### src/rtl/ptc_pkg.sv
package ptc_pkg;
  localparam int CW = 24;
  typedef logic signed [CW-1:0] calc_t;

  function automatic calc_t sat(calc_t v, calc_t lo, calc_t hi);
    if (v < lo) return lo;
    if (v > hi) return hi;
    return v;
  endfunction

  function automatic calc_t mag(calc_t v);
    return (v < 0) ? -v : v;
  endfunction
endpackage

### src/rtl/ptc_pi_filter.sv
module ptc_pi_filter
  import ptc_pkg::*;
#(
  parameter int KP_SH   = 2,
  parameter int KI_SH   = 4,
  parameter int KO_SH   = 1,
  parameter int INT_LIM = 64
) (
  input  logic  clk,
  input  logic  rst_n,
  input  logic  en,
  input  logic  track,
  input  calc_t err,
  output calc_t corr
);
  localparam calc_t LIM = calc_t'(INT_LIM);

  calc_t integ_q, integ_nx;

  always_comb begin
    integ_nx = sat(integ_q + (err >>> KI_SH), -LIM, LIM);
    corr     = ((err >>> KP_SH) + integ_nx) >>> KO_SH;
  end

  always_ff @(posedge clk or negedge rst_n) begin
    if (!rst_n)  integ_q <= '0;
    else if (en) integ_q <= track ? integ_nx : '0;
  end

  // the accumulator never leaves its band
  a_r9_integ_bounded: assert property (@(posedge clk) disable iff (!rst_n)
    (integ_q <= LIM) && (integ_q >= -LIM));
  // an untracked sample flushes the accumulator
  a_r2_integ_flush: assert property (@(posedge clk) disable iff (!rst_n)
    (en && !track) |=> (integ_q == '0));
endmodule

### src/rtl/ptc_period_limiter.sv
module ptc_period_limiter
  import ptc_pkg::*;
#(
  parameter int W       = 16,
  parameter int NOMINAL = 400,
  parameter int OUT_LO  = 385,
  parameter int OUT_HI  = 415,
  parameter int STEP    = 4
) (
  input  logic         clk,
  input  logic         rst_n,
  input  logic         en,
  input  logic         track,
  input  logic [W-1:0] in_period,
  input  calc_t        corr,
  output logic [W-1:0] period
);
  localparam calc_t LO  = calc_t'(OUT_LO);
  localparam calc_t HI  = calc_t'(OUT_HI);
  localparam calc_t NOM = calc_t'(NOMINAL);
  localparam calc_t STP = calc_t'(STEP);

  calc_t cur_q, target, delta, nxt;

  always_comb begin
    target = track ? sat(calc_t'({{(CW-W){1'b0}}, in_period}) + corr, LO, HI) : NOM;
    delta  = sat(target - cur_q, -STP, STP);
    nxt    = cur_q + delta;
  end

  always_ff @(posedge clk or negedge rst_n) begin
    if (!rst_n)  cur_q <= NOM;
    else if (en) cur_q <= nxt;
  end

  assign period = cur_q[W-1:0];

  // the held period stays inside the band spanned by the limits and nominal
  a_r4_band: assert property (@(posedge clk) disable iff (!rst_n)
    (cur_q >= ((LO < NOM) ? LO : NOM)) && (cur_q <= ((HI > NOM) ? HI : NOM)));
endmodule

### src/rtl/ptc_lock_detect.sv
module ptc_lock_detect
  import ptc_pkg::*;
#(
  parameter int LOCK_TH  = 4,
  parameter int LOCK_CYC = 8
) (
  input  logic  clk,
  input  logic  rst_n,
  input  logic  en,
  input  logic  track,
  input  calc_t err,
  output logic  bypass_ok
);
  localparam int CNTW = (LOCK_CYC > 1) ? $clog2(LOCK_CYC) : 1;
  localparam logic [CNTW-1:0] TOP = CNTW'(LOCK_CYC - 1);

  logic [CNTW-1:0] cnt_q;
  logic            qual;

  assign qual = track && (mag(err) < calc_t'(LOCK_TH));

  always_ff @(posedge clk or negedge rst_n) begin
    if (!rst_n) begin
      cnt_q     <= '0;
      bypass_ok <= 1'b0;
    end else if (en) begin
      if (qual) begin
        cnt_q     <= (cnt_q == TOP) ? cnt_q : cnt_q + 1'b1;
        bypass_ok <= (cnt_q == TOP);
      end else begin
        cnt_q     <= '0;
        bypass_ok <= 1'b0;
      end
    end
  end

  // permission only moves on a taken sample
  a_r6_bypass_steady: assert property (@(posedge clk) disable iff (!rst_n)
    !en |=> $stable(bypass_ok));
  // an out-of-window sample withdraws permission
  a_r2_bypass_drop: assert property (@(posedge clk) disable iff (!rst_n)
    (en && !track) |=> !bypass_ok);
endmodule

### src/rtl/period_track_ctrl.sv
module period_track_ctrl
  import ptc_pkg::*;
#(
  parameter int W        = 16,
  parameter int NOMINAL  = 400,
  parameter int MAINS_LO = 380,
  parameter int MAINS_HI = 420,
  parameter int OUT_LO   = 385,
  parameter int OUT_HI   = 415,
  parameter int STEP     = 4,
  parameter int KP_SH    = 2,
  parameter int KI_SH    = 4,
  parameter int KO_SH    = 1,
  parameter int INT_LIM  = 64,
  parameter int LOCK_TH  = 4,
  parameter int LOCK_CYC = 8
) (
  input  logic         clk,
  input  logic         rst_n,
  input  logic         in_valid,
  output logic         in_ready,
  input  logic [W-1:0] in_period,
  input  logic [W-1:0] in_phase,
  output logic         out_valid,
  input  logic         out_ready,
  output logic [W-1:0] out_period,
  output logic         bypass_ok
);
  logic  fire, in_window;
  calc_t err, corr;

  assign in_ready  = !out_valid || out_ready;
  assign fire      = in_valid && in_ready;
  assign in_window = (in_period >= W'(MAINS_LO)) && (in_period <= W'(MAINS_HI));
  assign err       = calc_t'({{(CW-W){in_phase[W-1]}}, in_phase});

  always_ff @(posedge clk or negedge rst_n) begin
    if (!rst_n)         out_valid <= 1'b0;
    else if (fire)      out_valid <= 1'b1;
    else if (out_ready) out_valid <= 1'b0;
  end

  ptc_pi_filter #(.KP_SH(KP_SH), .KI_SH(KI_SH), .KO_SH(KO_SH), .INT_LIM(INT_LIM)) u_filt (
    .clk(clk), .rst_n(rst_n), .en(fire), .track(in_window), .err(err), .corr(corr));

  ptc_period_limiter #(.W(W), .NOMINAL(NOMINAL), .OUT_LO(OUT_LO), .OUT_HI(OUT_HI),
                       .STEP(STEP)) u_lim (
    .clk(clk), .rst_n(rst_n), .en(fire), .track(in_window), .in_period(in_period),
    .corr(corr), .period(out_period));

  ptc_lock_detect #(.LOCK_TH(LOCK_TH), .LOCK_CYC(LOCK_CYC)) u_lock (
    .clk(clk), .rst_n(rst_n), .en(fire), .track(in_window), .err(err),
    .bypass_ok(bypass_ok));

  // slew bound on each update
  a_r5_step_limit: assert property (@(posedge clk) disable iff (!rst_n)
    fire |=> (((out_period >= $past(out_period)) ? (out_period - $past(out_period))
                                                 : ($past(out_period) - out_period))
              <= W'(STEP)));
  // period frozen without a taken sample
  a_r7_hold_idle: assert property (@(posedge clk) disable iff (!rst_n)
    !fire |=> $stable(out_period));
  // a stalled result is neither dropped nor altered
  a_r8_valid_held: assert property (@(posedge clk) disable iff (!rst_n)
    (out_valid && !out_ready) |=> (out_valid && $stable(out_period)));
  // a taken sample always produces a result
  a_r8_fire_valid: assert property (@(posedge clk) disable iff (!rst_n)
    fire |=> out_valid);
endmodule

### config.mk
export PLATFORM = sky130hd
export DESIGN_NAME = period_track_ctrl
export DESIGN_NICKNAME = d
export VERILOG_FILES = /design/src/rtl/ptc_pkg.sv /design/src/rtl/ptc_pi_filter.sv /design/src/rtl/ptc_period_limiter.sv /design/src/rtl/ptc_lock_detect.sv /design/src/rtl/period_track_ctrl.sv
export SDC_FILE = /design/constraint.sdc
export NUM_CORES = 1
export LEC_CHECK = 0
export BUFFER_PORTS_ARGS = -buffer_cell sky130_fd_sc_hd__buf_2
export CAP_MARGIN = 20
export CORE_MARGIN = 1.5
export CORE_UTILIZATION = 45
export DETAILED_ROUTE_END_ITERATION = 8
export GPL_TIMING_DRIVEN = 0
export SKIP_CTS_REPAIR_TIMING = 1
export SYNTH_ARGS = -nofsm -noshare
export SYNTH_HDL_FRONTEND = slang
export SYNTH_SLANG_ARGS = --single-unit
### constraint.sdc
create_clock -name clk -period 12.6 [get_ports clk]
set_clock_uncertainty 0.05 [all_clocks]
set_input_delay 0.63 -clock clk [delete_from_list [all_inputs] [get_ports clk]]
set_output_delay 0.63 -clock clk [all_outputs]
set_load 0.1 [all_outputs]
---- Word-level counts from Yosys, hierarchy flattened ----
Cells that the tools add are included.
storage, ports and cells
  bits in registers ....................... 53
  output and inout bits ................... 19
  word-level logic and storage cells ...... 60
cells by class
  add/sub/neg operators ................... 7
  $lt $le $gt $ge ......................... 10
  equal/unequal tests ..................... 2
  multiplexer cells ....................... 29
  reductions and logical operators ........ 7
operator list
  kind                                                  count
  two-way mux 24 bit                                    15
  adder 14 x 24 -> 24 bit                               1
  adder 17 x 23 -> 24 bit                               1
  adder 24 x 12 -> 24 bit                               1
  adder 24 bit                                          1
  > comparator 24 x 10 -> 1 bit, second input constant  1
  > comparator 24 x 4 -> 1 bit, second input constant   1
  > comparator 24 x 8 -> 1 bit, second input constant   1
  < comparator 24 x 10 -> 1 bit, second input constant  1
  < comparator 24 x 3 -> 1 bit, second input constant   1
  < comparator 24 x 4 -> 1 bit, second input constant   1
  < comparator 24 x 7 -> 1 bit, second input constant   1
  negation 16 -> 24 bit                                 1
  subtractor 24 bit                                     1
  >= comparator 16 x 9 -> 1 bit, second input constant  1
  <= comparator 16 x 9 -> 1 bit, second input constant  1
  < comparator 16 x 1 -> 1 bit, second input constant   1
  two-way mux 1 bit                                     12
  two-way mux 3 bit                                     2
  adder 3 x 1 -> 3 bit, second input constant           1
  equality test 3 bit, second input constant            1
  logical AND 1 bit                                     3
  != test 2 bit, second input constant                  1
  AND reduction 2 bit                                   1
  other kinds (3)                                       3

---- Depth between registers and ports, before layout ----
Gate-level depths: netlist (run 1).
  depth in word-level cells ............... 21
  mapped depth ............................ 69
  depth with buffers taken out ............ 69

---- Cells and area by module ----
Synthesis (run 1) repeated with hierarchy kept, for this count alone.
second synthesis, totals
  cell total of the unflattened synthesis .. 1337
  area total of the unflattened synthesis .. 9954.5 um^2
modules (own cells, without submodules)
  module              instances  cells each  area an instance (um^2)  seq. area each (um^2)
  ptc_period_limiter  1          712         5128.7                   604.3
  ptc_pi_filter       1          513         3910.0                   600.6
  ptc_lock_detect     1          97          793.3                    100.1
  period_track_ctrl   1          15          122.6                    25.0

---- Worst setup path before layout (run 1) ----
No wires, ideal clock.
  kind .................................... in2reg
  start ................................... in in_phase[4]
  end ..................................... reg u_lim.cur_q[22]
  library setup time ...................... 0.133 ns
  data arrival time ....................... 13.539 ns
  data required time ...................... 12.417 ns
  path slack .............................. -1.122 ns
  stages .................................. 65
  cells stage by stage .................... ha_1 fa_1 a21oi_1 o21ai_0 a22o_1 o211ai_2 nand4_1 or4_4 nor4_4 nand2_1 o21ai_0 and2_1 ha_1 nor2b_1 o21a_1 o21ai_0 a21o_1 a21boi_0 [29 not listed] nor2_1 ha_1 fa_1 a21o_1 a21oi_1 o21bai_1 a21oi_1 o21bai_1 a21oi_1 o21bai_1 a21oi_1 o21ai_0 a41o_1 nor4_1 o31ai_1 o41ai_1 xor2_1 o21ai_0
between the ends
  cells in the longest elaborated chain, start to end .. 21
RTL lines
  what                             RTL line                  text
  start: declaration               period_track_ctrl.sv:23   input logic [W-1:0] in_phase,
  adder 24 x 12 -> 24 bit          ptc_pi_filter.sv:21       integ_nx = sat(integ_q + (err >>> KI_SH), -LIM, LIM);
  > comparator 24 x 8 -> 1 bit     ptc_pkg.sv:7              if (v > hi) return hi;
  two-way mux 1 bit (2 in series)  ptc_pkg.sv:7
  two-way mux 24 bit               ptc_pkg.sv:8              return v;
  two-way mux 24 bit               ptc_pkg.sv:7
  adder 14 x 24 -> 24 bit *        ptc_pi_filter.sv:22       corr = ((err >>> KP_SH) + integ_nx) >>> KO_SH;
  adder 17 x 23 -> 24 bit *        ptc_period_limiter.sv:26  target = track ? sat(calc_t'({{(CW-W){1'b0}}, in_period}) + corr, LO, HI) : NOM;
  > comparator 24 x 10 -> 1 bit    ptc_pkg.sv:7
  [3 not listed]                   n/a
  two-way mux 24 bit *             ptc_pkg.sv:7
  two-way mux 24 bit *             ptc_period_limiter.sv:26
  subtractor 24 bit *              ptc_period_limiter.sv:27  delta = sat(target - cur_q, -STP, STP);
  > comparator 24 x 4 -> 1 bit     ptc_pkg.sv:7
  two-way mux 1 bit (2 in series)  ptc_pkg.sv:7
  two-way mux 24 bit               ptc_pkg.sv:8
  two-way mux 24 bit *             ptc_pkg.sv:7
  adder 24 bit *                   ptc_period_limiter.sv:28  nxt = cur_q + delta;
  end signal: assignment           ptc_period_limiter.sv:33  else if (en) cur_q <= nxt;
  end: declaration                 ptc_period_limiter.sv:23  calc_t cur_q, target, delta, nxt;
Every way passes the cells marked *; elsewhere a longest branch is shown, timed or not. The select of a mux whose other input is x is not followed.
A chain may end at the register's enable or synchronous reset.

---- Worst setup path after layout (run 1) ----
  start ................................... in in_phase[12]
  end ..................................... reg u_lim.cur_q[22]
The elaborated chain is that of the path after synthesis.

==> results of run 1 <==
## per-layer routing
metal  vias to the layer above  share of wire (%)
met2                       137                 46
met1                      3989                 50
li1                       4376                  -
met4                         0                1.4
met5                         -                  0
met3                        26                2.9
## how the worst max path moves through the flow
| stage | startpoint | end | cells past startpoint |
|---|---|---|---|
| 3_3_place_gp | in_phase[15] | u_lim.cur_q[22]$_DFFE_PN0P_ | 65 |
| 3_5_place_dp | in_phase[15] | u_lim.cur_q[22]$_DFFE_PN0P_ | 65 |
| 5_1_grt | in_phase[12] | u_lim.cur_q[22]$_DFFE_PN0P_ | 67 |
| 6_report | in_phase[12] | u_lim.cur_q[22]$_DFFE_PN0P_ | 68 |
| 4_1_cts | in_phase[15] | u_lim.cur_q[22]$_DFFE_PN0P_ | 66 |
| 2_1_floorplan | in_phase[4] | u_lim.cur_q[22]$_DFFE_PN0P_ | 64 |
## logic make-up after synthesis
logic type                 count (synthesis)  share of synthesized area [%]
AOI/OAI and AO/OA                        356                           27.6
and+or+nand+nor                          355                           21.1
adders and majority gates                119                           17.5
xor gates and xnor gates                 113                           11.6
buffers and inverters                    112                           5.71
DFF                                       53                           15.3
muxes                                     10                           1.22
other                                      2                         0.0862
## stage by stage
step,TNS [ns],hold WS [ns]
after detailed placement,-38.08,0.421
after CTS,-32.60,0.198
after floorplan,-0.498,0.284
final,-7.95,0.190
after global placement,-38.21,0.418
after global routing,-19.55,0.207
## where the power goes
part | internal [mW] | switching (mW)
sequential | 0.213 | 0.0413
combinational | 0.775 | 1.08
clock | 0.0764 | 0.0722
total | 1.06 | 1.19
## cells in the final DEF, fill, tap and decap left out, types with 9 or more instances in the layout
cell,instances
ha_4,13
o21ai_0,42
ha_1,98
o211ai_1,9
a31oi_1,11
nand4_1,20
o21ai_2,9
o21bai_1,12
nor4_1,9
or3_1,9
buf_4,76
a21oi_2,15
xnor2_1,67
nor2b_1,11
nor2_1,71
o21a_1,19
a21o_1,47
nand2_1,90
o21ai_1,27
a21oi_1,56
and2_1,11
dfrtp_1,50
inv_1,66
conb_1,18
a22o_1,10
nand3_1,24
nor3_1,29
xor2_1,37
clkbuf_1,15
nand2b_1,17
buf_2,50
## worst register-to-register path: cells and delay by family, from the launching register on
| family | cells | cell delay (ns) |
|---|---|---|
| xor gates and xnor gates | 3 | 0.51 |
| AOI/OAI and AO/OA | 40 | 6.75 |
| muxes | 1 | 0.24 |
| and+or+nand+nor | 14 | 2.88 |
| adders and majority gates | 7 | 2.05 |
| buffers and inverters | 3 | 0.48 |
| DFF | 1 | 0.43 |
## state kept, by name (all words and copies together) (netlist names)
name              flops
u_lock.bypass_ok      1
out_valid             1
u_lim.cur_q          24
u_lock.cnt_q          3
u_filt.integ_q       24
## layout make-up
cell class / instances / share of cell area [%]
flip-flops and latches: 53 / 12.2
well taps: 260 / 2.97
inverters: 67 / 2.30
repair buffers: 113 / 7.03
multi-input cells: 971 / 71.5
plain buffers: 44 / 2.60
clock inverters: 3 / 0.263
clock buffers: 5 / 1.14
==> reports/metrics.yaml, run 1 <==
route:
  wl_per_cell_um: 16.0
  drtAntennaViolNets: 0
  viasPerCell: 5.63
  drc_errors: 0
  first_pass_iters: 5
  finalWirelength_mm: 24.2
  via_count: 8528
  drtIter0Drc: 403
global_route:
  grt_pass1_vias: 7430
  use_met2_pct: 36.5
  grtUsageMet1_pct: 33.6
  grt-ovfl-total: 0
  grt_usage_pct: 22.6
  antenna_found_initial: 0
  grt_max_degree: 40
  grt-busiest-layer: "met2"
  grt_first_pass_wirelength_mm: 37.2
  use_met3_pct: 1.68
setup_path:
  reg2regPathDepth: 68
  crit_family: "compound AO/OA/AOI/OAI gates"
  arrival_ns: 13.70
  critPathMaxStageDelay_ns: 0.55
  r2r-end: "u_lim.cur_q[22]$_DFFE_PN0P_"
  worstSetupEndpointType: "flip-flop"
  worst-r2r-setup-slack_ns: -0.95
  worstSetupPathType: "input pin to flip-flop"
  r2r-start: "u_filt.integ_q[7]$_DFFE_PN0P_"
  path_buf_inv: 3
  critPathSlowestCell: "or4_4"
  worstPathMaxFanout: 8
  required_ns: 12.72
  crit_path_start_kind: "input pin"
synth:
  synthesis.area_um2: 8710
  synth_top_cell_by_area: "ha_1"
  yosysTopAreaCellShare_pct: 16.4
  synth.distinct_cells: 82
  ys_top_cells_by_count: "ha_1 (114), nand2_1 (93), a21oi_1 (74)"
  synthCells: 1120
  synthTopCellsByArea: "ha_1 (16%), dfrtp_1 (14%), xnor2_1 (7.2%), a21oi_1 (4.2%), o21ai_0 (4.2%)"
  synth_edf_count: 0
  ys_seq_area_share_pct: 15.3
  synth_flop_cell: "dfrtp_1"
  synth.most_common_cell: "ha_1"
  ys_seq_elements: 53
  syn_area_per_cell_um2: 7.78
  async_reset_ff_share_pct: 100
  yosysWarnings: 0
placement:
  pre_cts_ws_ns: -2.86
  post-dp-hpwl_mm: 18.5
  dp.cells: 1451
  place_area_um2: 9570
  port_buffers: 54
  gp_congestion: 0.868
layout:
  seq_area_um2: 1330
  instances_no_fill: 1516
  fillers: 1790
  area_growth_pct: 25.5
  antenna_cells: 0
  drive_gt1_share_pct: 23.6
  multi_input_area_um2: 7830
  final_cell_area_um2: 10900
  final_core_util_pct: 58.1
  nets: 1410
sta:
  fin_crit_sh_pct: 108
  hold_viol: 0
  fmax_mhz: 73.7
  tightest_slew_ns: 1.07
  setup_ws_ns: -0.977
  setup_viol: 14
  fin_crit_ns: 13.58
  slew_headroom_pct: 27.8
  drv_slew: 0
  grt_setup_unrepaired: "true"
die:
  io_pins: 55
  fp.dieW_um: 142
  dieArea_um2: 20200
  die_h_um: 142
  start_util_pct: 46.3
  coreArea_um2: 18800
  core.rowCount: 50
power_and_ir_drop:
  p_per_area_nw_per_um2: 206
  power.total_mw: 2.26
  ir_drop_uv: 143
  leakagePower_nw: 5.02
cts:
  worstSkewPairLatency_ns: 0.31
  cts_max_path_buffers: 2
  clk_pin_slew_ns: 0.08
  cts_tree: "yes"
  root_buffer: "clkbuf_16"
  cts_buffers: 5
  htreeDepth: 2
  cts_sinks: 53
run:
  maxCapViolations: 0
worst_hold_path:
  hold_path.class: "input pin to asynchronous set/reset pin"
outcome:
  status: "complete, but fails checks"
  violations: "negative setup slack"
(Power assumes the default switching activity.)
==> run 2: changes to the inputs <==
- CORE_MARGIN: 1.5 -> unset
- clock period: 12.6 -> 16.1 ns (I/O delays scaled with it)
==> run 2 against run 1 <==
The run now ends clean. Worst hold slack improved by 0.17 ns. Sequential cell count stayed put. First-iteration DRC count unchanged. Critical path depth increased by 1. Via count shrank 3.8%. Total power is 30% lower. Combinational power fell by 32%. Sequential power decreased by 21%. Sequential share of layout area grew 1.4 points. Non-clock buffer count is 54 lower. Clock power is 22% lower. Largest cell class unchanged.
==> reports/metrics.yaml, run 2 (synthesis results as in run 1) <==
layout:
  instances_no_fill: 1462
  antenna_cells: 0
  final_common_cell: "ha_1"
  final_core_util_pct: 52.2
  nets: 1356
  layout_common_cells: "ha_1 (114), nand2_1 (93), nor2_1 (71), xnor2_1 (71)"
  final_cell_area_um2: 9830
  top_regs: "u_filt.integ_q (24), u_lim.cur_q (24), u_lock.cnt_q (3)"
  drive_gt1_share_pct: 13.0
  area_growth_pct: 12.8
sta:
  slew_headroom_pct: 25.2
  fin_crit_ns: 15.10
  tightest_slew_ns: 1.11
  setup_ws_ns: 1.00
  fin_crit_sh_pct: 93.8
  drv_slew: 0
  setup_viol: 0
  fmax_mhz: 66.2
  hold_viol: 0
placement:
  dp.cells: 1451
  gp_congestion: 0.872
  place_area_um2: 9390
  pre_cts_ws_ns: -0.637
  post-dp-hpwl_mm: 18.3
  port_buffers: 54
cts:
  htreeDepth: 2
  cts_max_path_buffers: 2
  clk_pin_slew_ns: 0.08
  cts_tree: "yes"
  cts_buffers: 5
  root_buffer: "clkbuf_16"
  worstSkewPairLatency_ns: 0.30
  cts_sinks: 53
global_route:
  antenna_found_initial: 0
  grt_first_pass_wirelength_mm: 36.8
  grt_pass1_vias: 7426
  grt_max_degree: 40
  grt-ovfl-total: 0
  grt_usage_pct: 22.7
setup_path:
  worstPathMaxFanout: 7
  path_buf_inv: 3
  crit_family: "compound AO/OA/AOI/OAI gates"
  worstSetupEndpointType: "flip-flop"
  crit_path_start_kind: "input pin"
  arrival_ns: 15.26
  required_ns: 16.27
  worst_path_most_repeated_cell: "o21ai_0"
  critPathMaxStageDelay_ns: 0.61
  critPathSlowestCell: "or4b_2"
  worstSetupPathType: "input pin to flip-flop"
die:
  start_util_pct: 46.3
  dieArea_um2: 19900
  core.rowCount: 50
  io_pins: 55
  die_h_um: 141
  coreArea_um2: 18800
  fp.dieW_um: 141
route:
  via_count: 8204
  drc_errors: 0
  viasPerCell: 5.61
  first_pass_iters: 5
  finalWirelength_mm: 22.7
  wl_per_cell_um: 15.5
  drtAntennaViolNets: 0
  drtIter0Drc: 403
power_and_ir_drop:
  p_per_area_nw_per_um2: 160
  leakagePower_nw: 4.63
  power.total_mw: 1.57
  ir_drop_uv: 100
worst_hold_path:
  hold_path.class: "input pin to asynchronous set/reset pin"
run:
  maxCapViolations: 0
outcome:
  status: "complete, no violations"
run 2: cell count changes in the layout (fill, tap and decap cells not counted), sizes merged:
cell	previous run	this run
clkbuf	23	21
buf	139	87
run 2: per-layer routing:
metal / GRT usage, % / vias up / share of wire (%)
li1: - / 4260 / -
met1: 33.6 / 3806 / 51
met2: 36.6 / 125 / 45
met3: 1.66 / 13 / 3.2
met4: 3.09 / 0 / 0.97
met5: 0 / - / 0
run 2: final timing paths:
kind | to | slack (ns) | cells past startpoint | from
min reg2reg | u_filt.integ_q[9]$_DFFE_PN0P_ | 0.44 | 1 | u_filt.integ_q[9]$_DFFE_PN0P_
min | u_lim.cur_q[15]$_DFFE_PN0P_ | 0.36 | 1 | rst_n
min in group clk | u_filt.integ_q[9]$_DFFE_PN0P_ | 0.44 | 1 | u_filt.integ_q[9]$_DFFE_PN0P_
max | u_lim.cur_q[23]$_DFFE_PN0P_ | 1.00 | 69 | in_phase[4]
max reg2reg | u_lim.cur_q[23]$_DFFE_PN0P_ | 1.28 | 68 | u_filt.integ_q[0]$_DFFE_PN0P_
max in group asynchronous | u_lim.cur_q[3]$_DFFE_PN0P_ | 15.10 | 2 | rst_n
run 2: worst register-to-register path: cells and delay by family, from the launching register on:
kind,cells,cell delay (ns)
AOI/OAI and AO/OA,37,7.37
and+or+nand+nor,18,3.97
adders and majority gates,7,2.04
xor gates and xnor gates,3,0.56
DFF,1,0.39
buffers and inverters,2,0.26
muxes,1,0.14
run 2: per-stage QoR:
stage	hold slack (ns)	setup TNS [ns]
2_1_floorplan	0.404	0
3_3_place_gp	0.417	-1.95
3_5_place_dp	0.425	-2.28
4_1_cts	0.375	-0.912
5_1_grt	0.384	-0.0579
6_report	0.364	0
run 2: final cells by class:
type                            count  area (um2)
Timing Repair Buffer               59         323
Buffer                             44         245
Tap cell                          260         325
Clock buffer                        5         125
Clock inverter                      3        28.8
Multi-Input combinational cell    971        7200
Sequential cell                    53        1330
Inverter                           67         251
Fill cell                        1877        9000
run 2: where the power goes:
part | internal [mW] | total [mW] | switching [mW]
registers | 0.167 | 0.200 | 0.0335
logic | 0.499 | 1.25 | 0.756
clock network | 0.0598 | 0.116 | 0.0558
total | 0.725 | 1.57 | 0.845
==> run 3: changes to the inputs <==
- BUFFER_PORTS_ARGS: -buffer_cell sky130_fd_sc_hd__buf_2 -> unset
- DONT_BUFFER_PORTS: unset -> 1
- PLACE_DENSITY: unset -> 0.62
==> run 3 against run 2 <==
Sequential cell count stayed put. Count of clock-buffer cells in the layout stayed put. Die area unchanged. Global-route usage is 0.17 points lower. Clock power increased by 10%. Critical path depth shrank 4. Critical path type unchanged. Maximum frequency fell by 0.41%. Register-to-register slack lost 0.23 ns. Wire length decreased by 2.0%. Via count decreased by 1.8%. Critical endpoint is now u_lim.cur_q[22]$_DFFE_PN0P_.
==> reports/metrics.yaml, run 3 (synthesis results as in run 1) <==
setup_path:
  critPathSlowestCell: "or4b_2"
  crit_path_start_kind: "input pin"
  required_ns: 16.23
  arrival_ns: 15.29
  worstPathMaxFanout: 7
  worstSetupPathType: "input pin to flip-flop"
  worst_path_most_repeated_cell: "o21ai_0"
  critPathMaxStageDelay_ns: 0.59
  worstSetupEndpointType: "flip-flop"
worst_hold_path:
  hold_path.class: "input pin to asynchronous set/reset pin"
global_route:
  grt-ovfl-total: 0
  antenna_found_initial: 0
  grt_max_degree: 54
  grt_pass1_vias: 7437
  grt_usage_pct: 22.5
  grt_first_pass_wirelength_mm: 36.6
power_and_ir_drop:
  leakagePower_nw: 4.38
  ir_drop_uv: 90.9
  switchingPower_mw: 0.817
  seq_power_share_pct: 13.0
  p_per_area_nw_per_um2: 163
  cellInternalPower_mw: 0.722
  netSwitchingFraction_pct: 53.1
  pwr-share-clk_pct: 8.3
  combPwrFrac_pct: 78.6
layout:
  drive_gt1_share_pct: 7.67
  multi_input_area_um2: 7100
  layout_common_cells: "ha_1 (114), nand2_1 (93), nor2_1 (72), o21ai_0 (72), xnor2_1 (71)"
  seq_area_um2: 1330
  top_regs: "u_filt.integ_q (24), u_lim.cur_q (24), u_lock.cnt_q (3)"
  final_common_cell: "ha_1"
  final_core_util_pct: 50.2
  final_cell_area_um2: 9450
  fillers: 1867
  nets: 1301
  antenna_cells: 0
  area_growth_pct: 8.49
outcome:
  status: "complete, no violations"
cts:
  cts_tree: "yes"
  htreeDepth: 2
  worstSkewPairLatency_ns: 0.31
  clk_pin_slew_ns: 0.08
  cts_buffers: 5
  cts_max_path_buffers: 2
  root_buffer: "clkbuf_16"
  cts_sinks: 53
route:
  wl_per_cell_um: 15.8
  first_pass_iters: 5
  drc_errors: 0
  finalWirelength_mm: 22.2
  viasPerCell: 5.73
  via_count: 8058
  drtIter0Drc: 487
  drtAntennaViolNets: 0
placement:
  gp_congestion: 0.887
  post-dp-hpwl_mm: 17.7
  place_area_um2: 9120
  port_buffers: 0
sta:
  setup_viol: 0
  fmax_mhz: 66.0
  drv_slew: 0
  hold_viol: 0
  fin_tns_setup_ns: 0
  tightest_slew_ns: 1.02
  slew_headroom_pct: 31.4
  fin_crit_sh_pct: 94.2
  fin_crit_ns: 15.16
die:
  dieArea_um2: 19900
  core.rowCount: 50
  start_util_pct: 46.3
  coreArea_um2: 18800
  die_h_um: 141
  fp.dieW_um: 141
  io_pins: 55
run:
  maxCapViolations: 0
[run 3: through the flow]
| stage | hold slack, ns | std cells | worst slack, ns | power (mW) |
|---|---|---|---|---|
| final | 0.132 | 1407 | 0.941 | 1.54 |
| after global routing | 0.113 | 1407 | -0.0163 | 1.69 |
| after CTS | 0.122 | 1406 | -0.0154 | 1.49 |
| after detailed placement | 0.421 | 1398 | -0.279 | 1.35 |
| after global placement | 0.413 | 1396 | -0.278 | 1.34 |
| after floorplan | 0.404 | 1136 | 2.20 | 1.18 |
[run 3: critical path, delay by kind of cell]
kind            cells  cell delay [ns]
xor+xnor            3             0.50
compound gates     43             8.62
mux                 1             0.29
simple gates       11             2.62
fa+ha+maj           7             2.44
[run 3: layout make-up]
class                   instances  share of cell area, %
repair buffers                  4                  0.357
clock inverters                 3                  0.463
well taps                     260                   3.44
inverters                      67                   2.66
flip-flops and latches         53                   14.1
clock buffers                   5                   1.32
multi-input cells             971                   75.1
plain buffers                  44                   2.57
[run 3: worst paths after layout]
path	startpoint	endpoint	slack (ns)	depth (start not counted)
setup / recovery	in_phase[4]	u_lim.cur_q[22]$_DFFE_PN0P_	0.94	65
hold / removal	rst_n	u_lim.cur_q[14]$_DFFE_PN0P_	0.13	0
setup reg to reg	u_filt.integ_q[0]$_DFFE_PN0P_	u_lim.cur_q[22]$_DFFE_PN0P_	1.05	65
hold reg to reg	u_filt.integ_q[20]$_DFFE_PN0P_	u_filt.integ_q[20]$_DFFE_PN0P_	0.43	1
max in group asynchronous	rst_n	u_lim.cur_q[4]$_DFFE_PN1P_	15.67	0
min in group clk	u_filt.integ_q[20]$_DFFE_PN0P_	u_filt.integ_q[20]$_DFFE_PN0P_	0.43	1
[run 3: power by group through the flow]
stage	clock network (mW)	logic, mW	registers (mW)
detailed placement	0	1.15	0.203
global placement	0	1.13	0.202
floorplan	0	0.986	0.190
global route	0.139	1.34	0.204
CTS	0.133	1.15	0.200
finish	0.128	1.21	0.201
[run 3: metal layers]
metal / up-vias / share of wire (%) / track usage (%) / routed length [um]
li1: 4164 / - / - / -
met1: 3735 / 52 / 33.0 / 11600
met2: 140 / 43 / 35.1 / 9500
met3: 19 / 3.7 / 2.82 / 817
met4: 0 / 1.2 / 4.63 / 257
met5: - / 0 / 0 / 0
